File: config.mk
export PLATFORM = sky130hd
export DESIGN_NAME = cmd_bus_bridge
export DESIGN_NICKNAME = d
export VERILOG_FILES = /design/src/rtl/bbr_pkg.sv /design/src/rtl/bbr_regdec.sv /design/src/rtl/bbr_engine.sv /design/src/rtl/bbr_status.sv /design/src/rtl/cmd_bus_bridge.sv
export SDC_FILE = /design/constraint.sdc
export NUM_CORES = 1
export LEC_CHECK = 0
export CAP_MARGIN = 20
export CORE_ASPECT_RATIO = 1.5
export CORE_UTILIZATION = 49
export DETAILED_ROUTE_END_ITERATION = 7
export PLACE_DENSITY = 0.86
export SLEW_MARGIN = 20
export SYNTH_ARGS = -nofsm -noshare
export SYNTH_HDL_FRONTEND = slang
export SYNTH_SLANG_ARGS = --single-unit
File: constraint.sdc
create_clock -name clk -period 4 [get_ports clk]
set_input_delay 0.4 -clock clk [delete_from_list [all_inputs] [get_ports clk]]
set_output_delay 0.4 -clock clk [all_outputs]
set_load 0.005 [all_outputs]
File: src/rtl/bbr_pkg.sv
package bbr_pkg;

  localparam logic [2:0] OFF_CMD   = 3'd0;
  localparam logic [2:0] OFF_STAT  = 3'd1;
  localparam logic [2:0] OFF_LSTAT = 3'd2;
  localparam logic [2:0] OFF_RST   = 3'd4;

  typedef enum logic [1:0] {
    SZ_BYTE = 2'b00,
    SZ_HALF = 2'b01,
    SZ_RSVD = 2'b10,
    SZ_WORD = 2'b11
  } xfer_size_e;

  typedef struct packed {
    logic        wr;
    xfer_size_e  size;
    logic [23:0] addr;
    logic [31:0] data;
  } bus_cmd_t;

  typedef struct packed {
    logic       proto;
    logic       tmo;
    logic       errack;
    logic [5:0] dn_b;
    logic [5:0] dn_a;
  } err_t;

  function automatic bus_cmd_t parse_cmd(input logic [63:0] w);
    bus_cmd_t r;
    r.wr   = w[63];
    r.size = xfer_size_e'(w[62:61]);
    r.addr = w[55:32];
    r.data = w[31:0];
    return r;
  endfunction

  function automatic logic [31:0] align_rd(input logic [31:0] d, input xfer_size_e s);
    case (s)
      SZ_BYTE: align_rd = {24'd0, d[7:0]};
      SZ_HALF: align_rd = {16'd0, d[15:0]};
      default: align_rd = d;
    endcase
  endfunction

  function automatic err_t merge_err(input err_t old, input err_t fresh, input logic clr);
    logic [14:0] base;
    base = clr ? 15'd0 : old;
    return err_t'(base | fresh);
  endfunction

  function automatic logic [63:0] pack_word(input err_t e, input logic busy,
                                            input logic rv, input logic [31:0] d);
    logic [31:0] hi;
    hi        = '0;
    hi[31]    = e.proto | e.tmo | e.errack | (|e.dn_a) | (|e.dn_b);
    hi[23]    = e.proto;
    hi[21]    = e.tmo;
    hi[20]    = e.errack;
    hi[17]    = rv;
    hi[16]    = busy;
    hi[15:10] = e.dn_b;
    hi[7:2]   = e.dn_a;
    return {hi, d};
  endfunction

endpackage

File: src/rtl/bbr_regdec.sv
module bbr_regdec
  import bbr_pkg::*;
(
  input  logic       reg_we,
  input  logic [2:0] reg_addr,
  input  logic       wbit63,
  input  logic       busy,
  output logic       start,
  output logic       collide,
  output logic       stat_clr,
  output logic       soft_rst
);
  logic cmd_wr;
  assign cmd_wr   = reg_we && (reg_addr == OFF_CMD);
  assign start    = cmd_wr && !busy;
  assign collide  = cmd_wr && busy;
  assign stat_clr = reg_we && (reg_addr == OFF_STAT) && wbit63;
  assign soft_rst = reg_we && (reg_addr == OFF_RST) && wbit63;
endmodule

File: src/rtl/bbr_engine.sv
module bbr_engine
  import bbr_pkg::*;
#(
  parameter int TMO_CYCLES = 1024
)(
  input  logic        clk,
  input  logic        rst_n,
  input  logic        soft_rst,
  input  logic        start,
  input  logic [63:0] cmd_word,
  input  logic        bus_ack,
  input  logic        bus_errack,
  output logic        busy,
  output logic [63:0] cmd_q,
  output bus_cmd_t    cur,
  output logic        done,
  output logic        done_ok,
  output logic        done_errack,
  output logic        done_tmo
);
  localparam int CW = (TMO_CYCLES < 2) ? 1 : $clog2(TMO_CYCLES);
  localparam logic [CW-1:0] CNT_LAST = CW'(TMO_CYCLES - 1);

  logic [CW-1:0] cnt;

  assign cur         = parse_cmd(cmd_q);
  assign done_errack = busy && bus_errack;
  assign done_ok     = busy && bus_ack && !bus_errack;
  assign done_tmo    = busy && !bus_ack && !bus_errack && (cnt == CNT_LAST);
  assign done        = done_errack || done_ok || done_tmo;

  always_ff @(posedge clk or negedge rst_n) begin
    if (!rst_n) begin
      busy  <= 1'b0;
      cmd_q <= '0;
      cnt   <= '0;
    end else if (soft_rst) begin
      busy  <= 1'b0;
      cmd_q <= '0;
      cnt   <= '0;
    end else if (start) begin
      busy  <= 1'b1;
      cmd_q <= cmd_word;
      cnt   <= '0;
    end else if (busy) begin
      if (done) busy <= 1'b0;
      else      cnt  <= cnt + 1'b1;
    end
  end

  p_busy_after_start_r2: assert property (@(posedge clk) disable iff (!rst_n)
    start && !soft_rst |=> busy);
  p_hold_fields_r2: assert property (@(posedge clk) disable iff (!rst_n)
    busy && !done && !soft_rst |=> busy && $stable(cmd_q));
  p_done_ends_r3: assert property (@(posedge clk) disable iff (!rst_n)
    done |=> !busy);
  p_abort_r11: assert property (@(posedge clk) disable iff (!rst_n)
    soft_rst |=> !busy && (cmd_q == 64'd0));
endmodule

File: src/rtl/bbr_status.sv
module bbr_status
  import bbr_pkg::*;
(
  input  logic        clk,
  input  logic        rst_n,
  input  logic        soft_rst,
  input  logic        start,
  input  logic        done_ok,
  input  logic        done_errack,
  input  logic        done_tmo,
  input  logic        is_wr,
  input  xfer_size_e  size,
  input  logic [31:0] bus_rdata,
  input  logic [5:0]  dn_err_a,
  input  logic [5:0]  dn_err_b,
  input  logic        collide,
  input  logic        clr,
  output err_t        stat_err,
  output err_t        lat_err,
  output logic        rv,
  output logic [31:0] rdata
);
  err_t fresh, fresh_lat;
  logic fin, rd_ok;

  assign fin   = done_ok || done_errack || done_tmo;
  assign rd_ok = done_ok && !is_wr;

  always_comb begin
    fresh        = '0;
    fresh.errack = done_errack;
    fresh.tmo    = done_tmo;
    fresh.dn_a   = fin ? dn_err_a : 6'd0;
    fresh.dn_b   = fin ? dn_err_b : 6'd0;
    fresh_lat       = fresh;
    fresh_lat.proto = collide;
  end

  always_ff @(posedge clk or negedge rst_n) begin
    if (!rst_n) begin
      stat_err <= '0;
      lat_err  <= '0;
      rv       <= 1'b0;
      rdata    <= '0;
    end else if (soft_rst) begin
      stat_err <= '0;
      lat_err  <= '0;
      rv       <= 1'b0;
      rdata    <= '0;
    end else begin
      stat_err <= merge_err(stat_err, fresh, clr);
      lat_err  <= merge_err(lat_err, fresh_lat, clr);
      if (start) begin
        rv    <= 1'b0;
        rdata <= '0;
      end else if (fin) begin
        rv    <= rd_ok;
        rdata <= rd_ok ? align_rd(bus_rdata, size) : 32'd0;
      end
    end
  end

  p_rv_on_read_r3: assert property (@(posedge clk) disable iff (!rst_n)
    rd_ok && !soft_rst |=> rv);
  p_errack_kept_r10: assert property (@(posedge clk) disable iff (!rst_n)
    done_errack && !soft_rst |=> stat_err.errack && lat_err.errack);
  p_no_data_on_err_r5: assert property (@(posedge clk) disable iff (!rst_n)
    done_errack |=> !rv && (rdata == 32'd0));
endmodule

File: src/rtl/cmd_bus_bridge.sv
module cmd_bus_bridge
  import bbr_pkg::*;
#(
  parameter int TMO_CYCLES = 1024
)(
  input  logic        clk,
  input  logic        rst_n,
  input  logic        reg_we,
  input  logic [2:0]  reg_addr,
  input  logic [63:0] reg_wdata,
  output logic [63:0] reg_rdata,
  output logic        bus_req,
  output logic        bus_we,
  output logic [1:0]  bus_size,
  output logic [23:0] bus_addr,
  output logic [31:0] bus_wdata,
  input  logic        bus_ack,
  input  logic        bus_errack,
  input  logic [31:0] bus_rdata,
  input  logic [5:0]  dn_err_a,
  input  logic [5:0]  dn_err_b
);
  logic        start, collide, stat_clr, soft_rst;
  logic        busy, done, done_ok, done_errack, done_tmo;
  logic [63:0] cmd_q;
  bus_cmd_t    cur;
  err_t        stat_err, lat_err;
  logic        rv;
  logic [31:0] rdata;

  bbr_regdec u_dec (
    .reg_we(reg_we), .reg_addr(reg_addr), .wbit63(reg_wdata[63]), .busy(busy),
    .start(start), .collide(collide), .stat_clr(stat_clr), .soft_rst(soft_rst)
  );

  bbr_engine #(.TMO_CYCLES(TMO_CYCLES)) u_eng (
    .clk(clk), .rst_n(rst_n), .soft_rst(soft_rst), .start(start), .cmd_word(reg_wdata),
    .bus_ack(bus_ack), .bus_errack(bus_errack), .busy(busy), .cmd_q(cmd_q), .cur(cur),
    .done(done), .done_ok(done_ok), .done_errack(done_errack), .done_tmo(done_tmo)
  );

  bbr_status u_stat (
    .clk(clk), .rst_n(rst_n), .soft_rst(soft_rst), .start(start),
    .done_ok(done_ok), .done_errack(done_errack), .done_tmo(done_tmo),
    .is_wr(cur.wr), .size(cur.size), .bus_rdata(bus_rdata),
    .dn_err_a(dn_err_a), .dn_err_b(dn_err_b), .collide(collide), .clr(stat_clr),
    .stat_err(stat_err), .lat_err(lat_err), .rv(rv), .rdata(rdata)
  );

  assign bus_req   = busy;
  assign bus_we    = cur.wr;
  assign bus_size  = cur.size;
  assign bus_addr  = cur.addr;
  assign bus_wdata = cur.data;

  always_comb begin
    case (reg_addr)
      OFF_CMD:   reg_rdata = cmd_q;
      OFF_STAT:  reg_rdata = pack_word(stat_err, busy, rv, rdata);
      OFF_LSTAT: reg_rdata = pack_word(lat_err, 1'b0, 1'b0, 32'd0);
      default:   reg_rdata = 64'd0;
    endcase
  end

  p_collide_ignored_r8: assert property (@(posedge clk) disable iff (!rst_n)
    collide |=> $stable(bus_addr) && $stable(bus_wdata) && lat_err.proto);
  p_done_drops_req_r3: assert property (@(posedge clk) disable iff (!rst_n)
    done |=> !bus_req);
  p_tmo_flag_r6: assert property (@(posedge clk) disable iff (!rst_n)
    done_tmo && !soft_rst |=> stat_err.tmo);
  p_sizes_legal_r4: assert property (@(posedge clk) disable iff (!rst_n)
    bus_req |-> !$isunknown(bus_size));
endmodule

Word-level counts from Yosys, hierarchy flattened. Index checks and enable logic that the tools add are counted.

Eq/ne operators: 6. Shifts and indexed selects: 0. Add/subtract/negate cells: 1. Bitwise logic cells: 10. $mul: 0. Reductions and logical operators: 30. Mux-type cells: 25. $lt $le $gt $ge: 0. Divide/modulo/power cells: 0.

Operators with widths (number): case mux 64 bit (3 select lines) (1); 2-to-1 mux 32 bit (4); 2-to-1 mux 64 bit (2); case mux 32 bit (2 select lines) (1); 2-to-1 mux 15 bit (4); 2-to-1 mux 10 bit (4); OR reduction 6 bit (4); bitwise OR 15 x 14 -> 15 bit (1); bitwise OR 15 bit (1); logical AND 1 bit (14); 2-to-1 mux 6 bit (2); adder 10 x 1 -> 10 bit, second input constant (1); equality test 10 bit, second input constant (1); bitwise OR 1 bit (8); 2-to-1 mux 1 bit (7); nonzero test 3 bit (2); zero test 1 bit (4); equality test 3 x 1 -> 1 bit, second input constant (1); equality test 3 x 2 -> 1 bit, second input constant (1); equality test 3 bit, second input constant (1); zero test 3 bit (1); inequality test 3 bit, second input constant (1); equality test 2 x 1 -> 1 bit, second input constant (1); zero test 2 bit (1); other kinds (3) (4).

Input port bits: 116. ROM bits: 0. Memories kept: 0. Logic and storage cells: 87. Register bits after elaboration: 138. Latch bits: 0. Bits in writable memories: 0.

Logic depth before layout (Yosys ltp).
Depth in word-level cells: 9. Mapped depth: 8. Gate-level depth less buffers: 5.

Cells and area by module. From an unflattened synthesis, not the netlist that was laid out.

Cells, all modules: 657. Area, all modules: 7221.9 µm².

Modules (own cells, without submodules): bbr_engine (times used 1, cells an instance 331, seq. area each 1876.8 µm², area each 3619.7 µm²); bbr_status (times used 1, cells an instance 195, seq. area each 1551.5 µm², area each 2598.7 µm²); cmd_bus_bridge (times used 1, cells an instance 124, seq. area each 0.0 µm², area each 943.4 µm²); bbr_regdec (times used 1, cells an instance 7, seq. area each 0.0 µm², area each 60.1 µm²).

Worst setup path after synthesis. OpenSTA, ideal clock, no wires.

Path kind: input-to-output. From: input reg_addr[1]. To: output reg_rdata[32]. Cell stages on the path: 5. Data required time: 3.600 ns. Data arrival time: 1.519 ns. Path slack: 2.081 ns. Cell sequence: buf_2 nor3_2 clkbuf_1 clkbuf_1 and2_1.

Longest elaborated chain between the ends: 2. Elaborated cells on any way between the ends: 4.

RTL lines: from (decl) (line cmd_bus_bridge.sv:9) `input logic [2:0] reg_addr,`; equality test 3 x 2 -> 1 bit, or another cell as far along (line cmd_bus_bridge.sv:57) `case (reg_addr)`; case mux 64 bit (3 select lines) * (line cmd_bus_bridge.sv:57); to (decl) (line cmd_bus_bridge.sv:11) `output logic [63:0] reg_rdata,`.

Every way passes the cells marked *; elsewhere a longest branch is shown, timed or not.

Worst setup path in the final report.
From: input reg_addr[1]. To: output reg_rdata[34].

The elaborated chain is that of the path after synthesis.

==> out/results.ini <==
[global_routing]
gr-total-overflow = 0
antenna_found_initial = 0
grt_pass1_wl_mm = 31.8
gr-usage-all-layers_pct = 28.4
grt_pass1_vias = 6019
met2_usage_pct = 47.5
top_usage_layer = met2
met1_usage_pct = 35.4
met3_usage_pct = 5.43
grt_start_max_net_pins = 69

[setup_path]
reg2reg_depth = 4
crit_path_end = reg_rdata[34]
crit_required_ns = 3.60
startpoint = reg_addr[1]
cp-end-kind = output pin
cp.arrival_ns = 2.66
reg2reg_from = u_eng.busy$_DFF_PN0_
r2r_end = u_stat.lat_err[0]$_DFF_PN0_
worstSetupPathType = in2out
crit_fanout = 13
reg2reg_slack_ns = 1.55
cp-start-kind = primary input

[pwr]
total_power_uw = 3980
power_density_nw_per_um2 = 426
p_int_uw = 2860
vdd_ir_drop_max_uv = 280
p_sw_uw = 1120
switching_share_pct = 28.1
clkPwrFrac_pct = 36.4
power_frac_seq_pct = 44.2
combPwrFrac_pct = 19.4
power_leakage_uw = 0.00422

[die]
die_area_sq_um = 14300
die_h_microns = 146
die_w_microns = 97.9
placementRows = 52
io_pins = 240
start_util_pct = 50.2
core_area_sq_um = 13500

[clock_tree]
cts_resized = 0
cts_setup_buffers = 0
postCtsHoldBufs = 1
clk_pin_slew_ns = 0.06
clock_latency_ns = 0.42
cts_max_level = 4
root_buffer = clkbuf_16
cts_sinks = 137
cts_inserted_buffers = 17
cts_tree = yes
cts_buffer_depth = 2

[yosys]
netlist_area_sq_um = 6760
yosys.area.top_type_share_pct = 50.8
avgSynthCellArea_sq_um = 9.65
synth_flop_cell = dfrtp_1
ys_warn_count = 0
synth_edf_count = 0
netlist_top_cells_area = dfrtp_1 51%, a22o_1 12%, nand2_1 7.8%, buf_4 6.7%, nand3_1 4.2%
synthCells = 700
ys_ff_latch = 137
yosysSeqAreaShare_pct = 50.8
synth_area_leader_cell = dfrtp_1
synth_cell_type_count = 45
synthArstFlopShare_pct = 100
synth_fp_nets = 817

[sta]
setup_viol = 0
fmax_ghz = 0.326
relSlewSlack_pct = 30.0
setup-tns-final_ns = 0
slew_violations = 0
tightest_slew_ns = 1.05
min_period_over_period_pct = 76.6
hold_viol_final = 0
skew_ns = 0.0151
period_needed_ns = 3.06
rsz0062_at_grt = false

[detailed_routing]
wire_per_inst_microns = 18.9
drt_wl_total_mm = 19.7
drc = 9
antenna_left = 0
drt-pass1-iter-count = 7
vias = 5980
routed_via_density = 5.75
drtIter0Drc = 398

[place]
finalWeightedCongestion = 0.830
place_area_sq_um = 8790
dp.final_hpwl_mm = 13.6
io_buffers = 239

[final_layout]
multi_input_area_sq_um = 2650
fillers = 1014
most-common-layout-cells = 238 x clkdlybuf4s50_1, 140 x nand2_1, 137 x dfrtp_1
drive_gt1_share_pct = 6.38
fin_nets = 982
syn2layout_area_growth_pct = 38.4
num_antenna_cells = 0
ff_latch_area_sq_um = 3430
layout_commonest_cell = clkdlybuf4s50_1
design_area_sq_um = 9350

[status]
violations = DRC
outcome = complete, but fails checks

[worst_hold_path]
min_path_type = in2async

[run]
maxCapViolCount = 0

==> metrics by stage <==
step | instances | utilization (%) | setup slack (ns) | hold slack [ns]
CTS | 1040 | 69.4 | 0.958 | 0.492
floorplan | 700 | - | 2.08 | 0.104
detailed placement | 1007 | 65.3 | 0.966 | 0.359
global placement | 1007 | 65.3 | 0.997 | 0.356
finish | 1040 | 69.4 | 0.937 | 0.492
global route | 1040 | 69.4 | 0.781 | 0.506
==> cells in the mapped netlist, types with 2 or more instances <==
master	count
clkbuf_1	27
a22o_1	90
mux2i_1	15
buf_6	4
or3_1	3
and3_1	2
nand2b_1	2
nor3b_4	2
buf_2	18
o211ai_1	2
nand2_1	140
and4_1	3
a21oi_1	23
nor2_1	34
nand3_1	57
dfrtp_1	137
a31oi_1	3
nor3_1	4
and2_1	17
o31ai_1	2
nand3b_1	2
nor4_1	6
nand4_1	6
buf_4	60
o21ai_0	21
==> registers in the layout, summed over array words and instances, names as in the netlist <==
register and count:
u_stat.lat_err 15, u_eng.busy 1, u_eng.cnt 10, u_stat.stat_err 14, u_eng.cmd_q 64, u_stat.rdata 32, u_stat.rv 1
==> routing by layer <==
layer / share of wire (%) / routed length (microns)
met1: 40 / 7780
met2: 52 / 10300
met3: 5.1 / 1010
met4: 3.2 / 637
met5: 0 / 0
==> worst max-delay path, cell delays in order <==
cell and delay (ns):
clkdlybuf4s50_1 0.98, buf_4 0.34, mux2i_1 0.21, nor2_1 0.05
a21oi_1 0.16, nor2_1 0.06, clkdlybuf4s50_1 0.46
==> logic make-up (layout without fill, tap and decap cells) <==
kind of cell | count (synthesis) | in the layout | synth area share (%)
and+or+nand+nor | 287 | 287 | 19.9
AOI/OAI and AO/OA | 148 | 148 | 16.5
DFF | 137 | 137 | 50.8
buffers and inverters | 111 | 289 | 10.3
muxes | 15 | 15 | 2.22
adders and majority gates | 1 | 1 | 0.185
xor gates and xnor gates | 1 | 1 | 0.130
==> power by group through the flow <==
stage,Combinational (uW),Clock [uW],Sequential (uW)
final,773,1450,1760
after global routing,839,1540,1780
after detailed placement,775,0,1770
after global placement,751,0,1770
after CTS,779,1480,1760
after floorplan,447,0,1700
==> how the worst min path moves through the flow <==
stage | slack [ns] | depth (start not counted) | startpoint | end
after detailed placement | 0.36 | 1 | rst_n | u_eng.cmd_q[41]$_DFFE_PN0P_
after CTS | 0.49 | 2 | rst_n | u_eng.cmd_q[1]$_DFFE_PN0P_
after global routing | 0.51 | 3 | reg_wdata[48] | u_eng.cmd_q[48]$_DFFE_PN0P_
final | 0.49 | 2 | rst_n | u_eng.cmd_q[41]$_DFFE_PN0P_
after floorplan | 0.10 | 0 | rst_n | u_eng.busy$_DFF_PN0_
after global placement | 0.36 | 1 | rst_n | u_eng.cmd_q[41]$_DFFE_PN0P_
==> area by class of cell <==
type	instances	area share, %
Tap cell	162	2.17
Clock buffer	19	4.63
Multi-Input combinational cell	452	28.3
Timing Repair Buffer	256	27.0
Clock inverter	13	1.19
Sequential cell	137	36.7
Inverter	1	0.0402
Note: power is estimated with default switching activity, not from simulation.
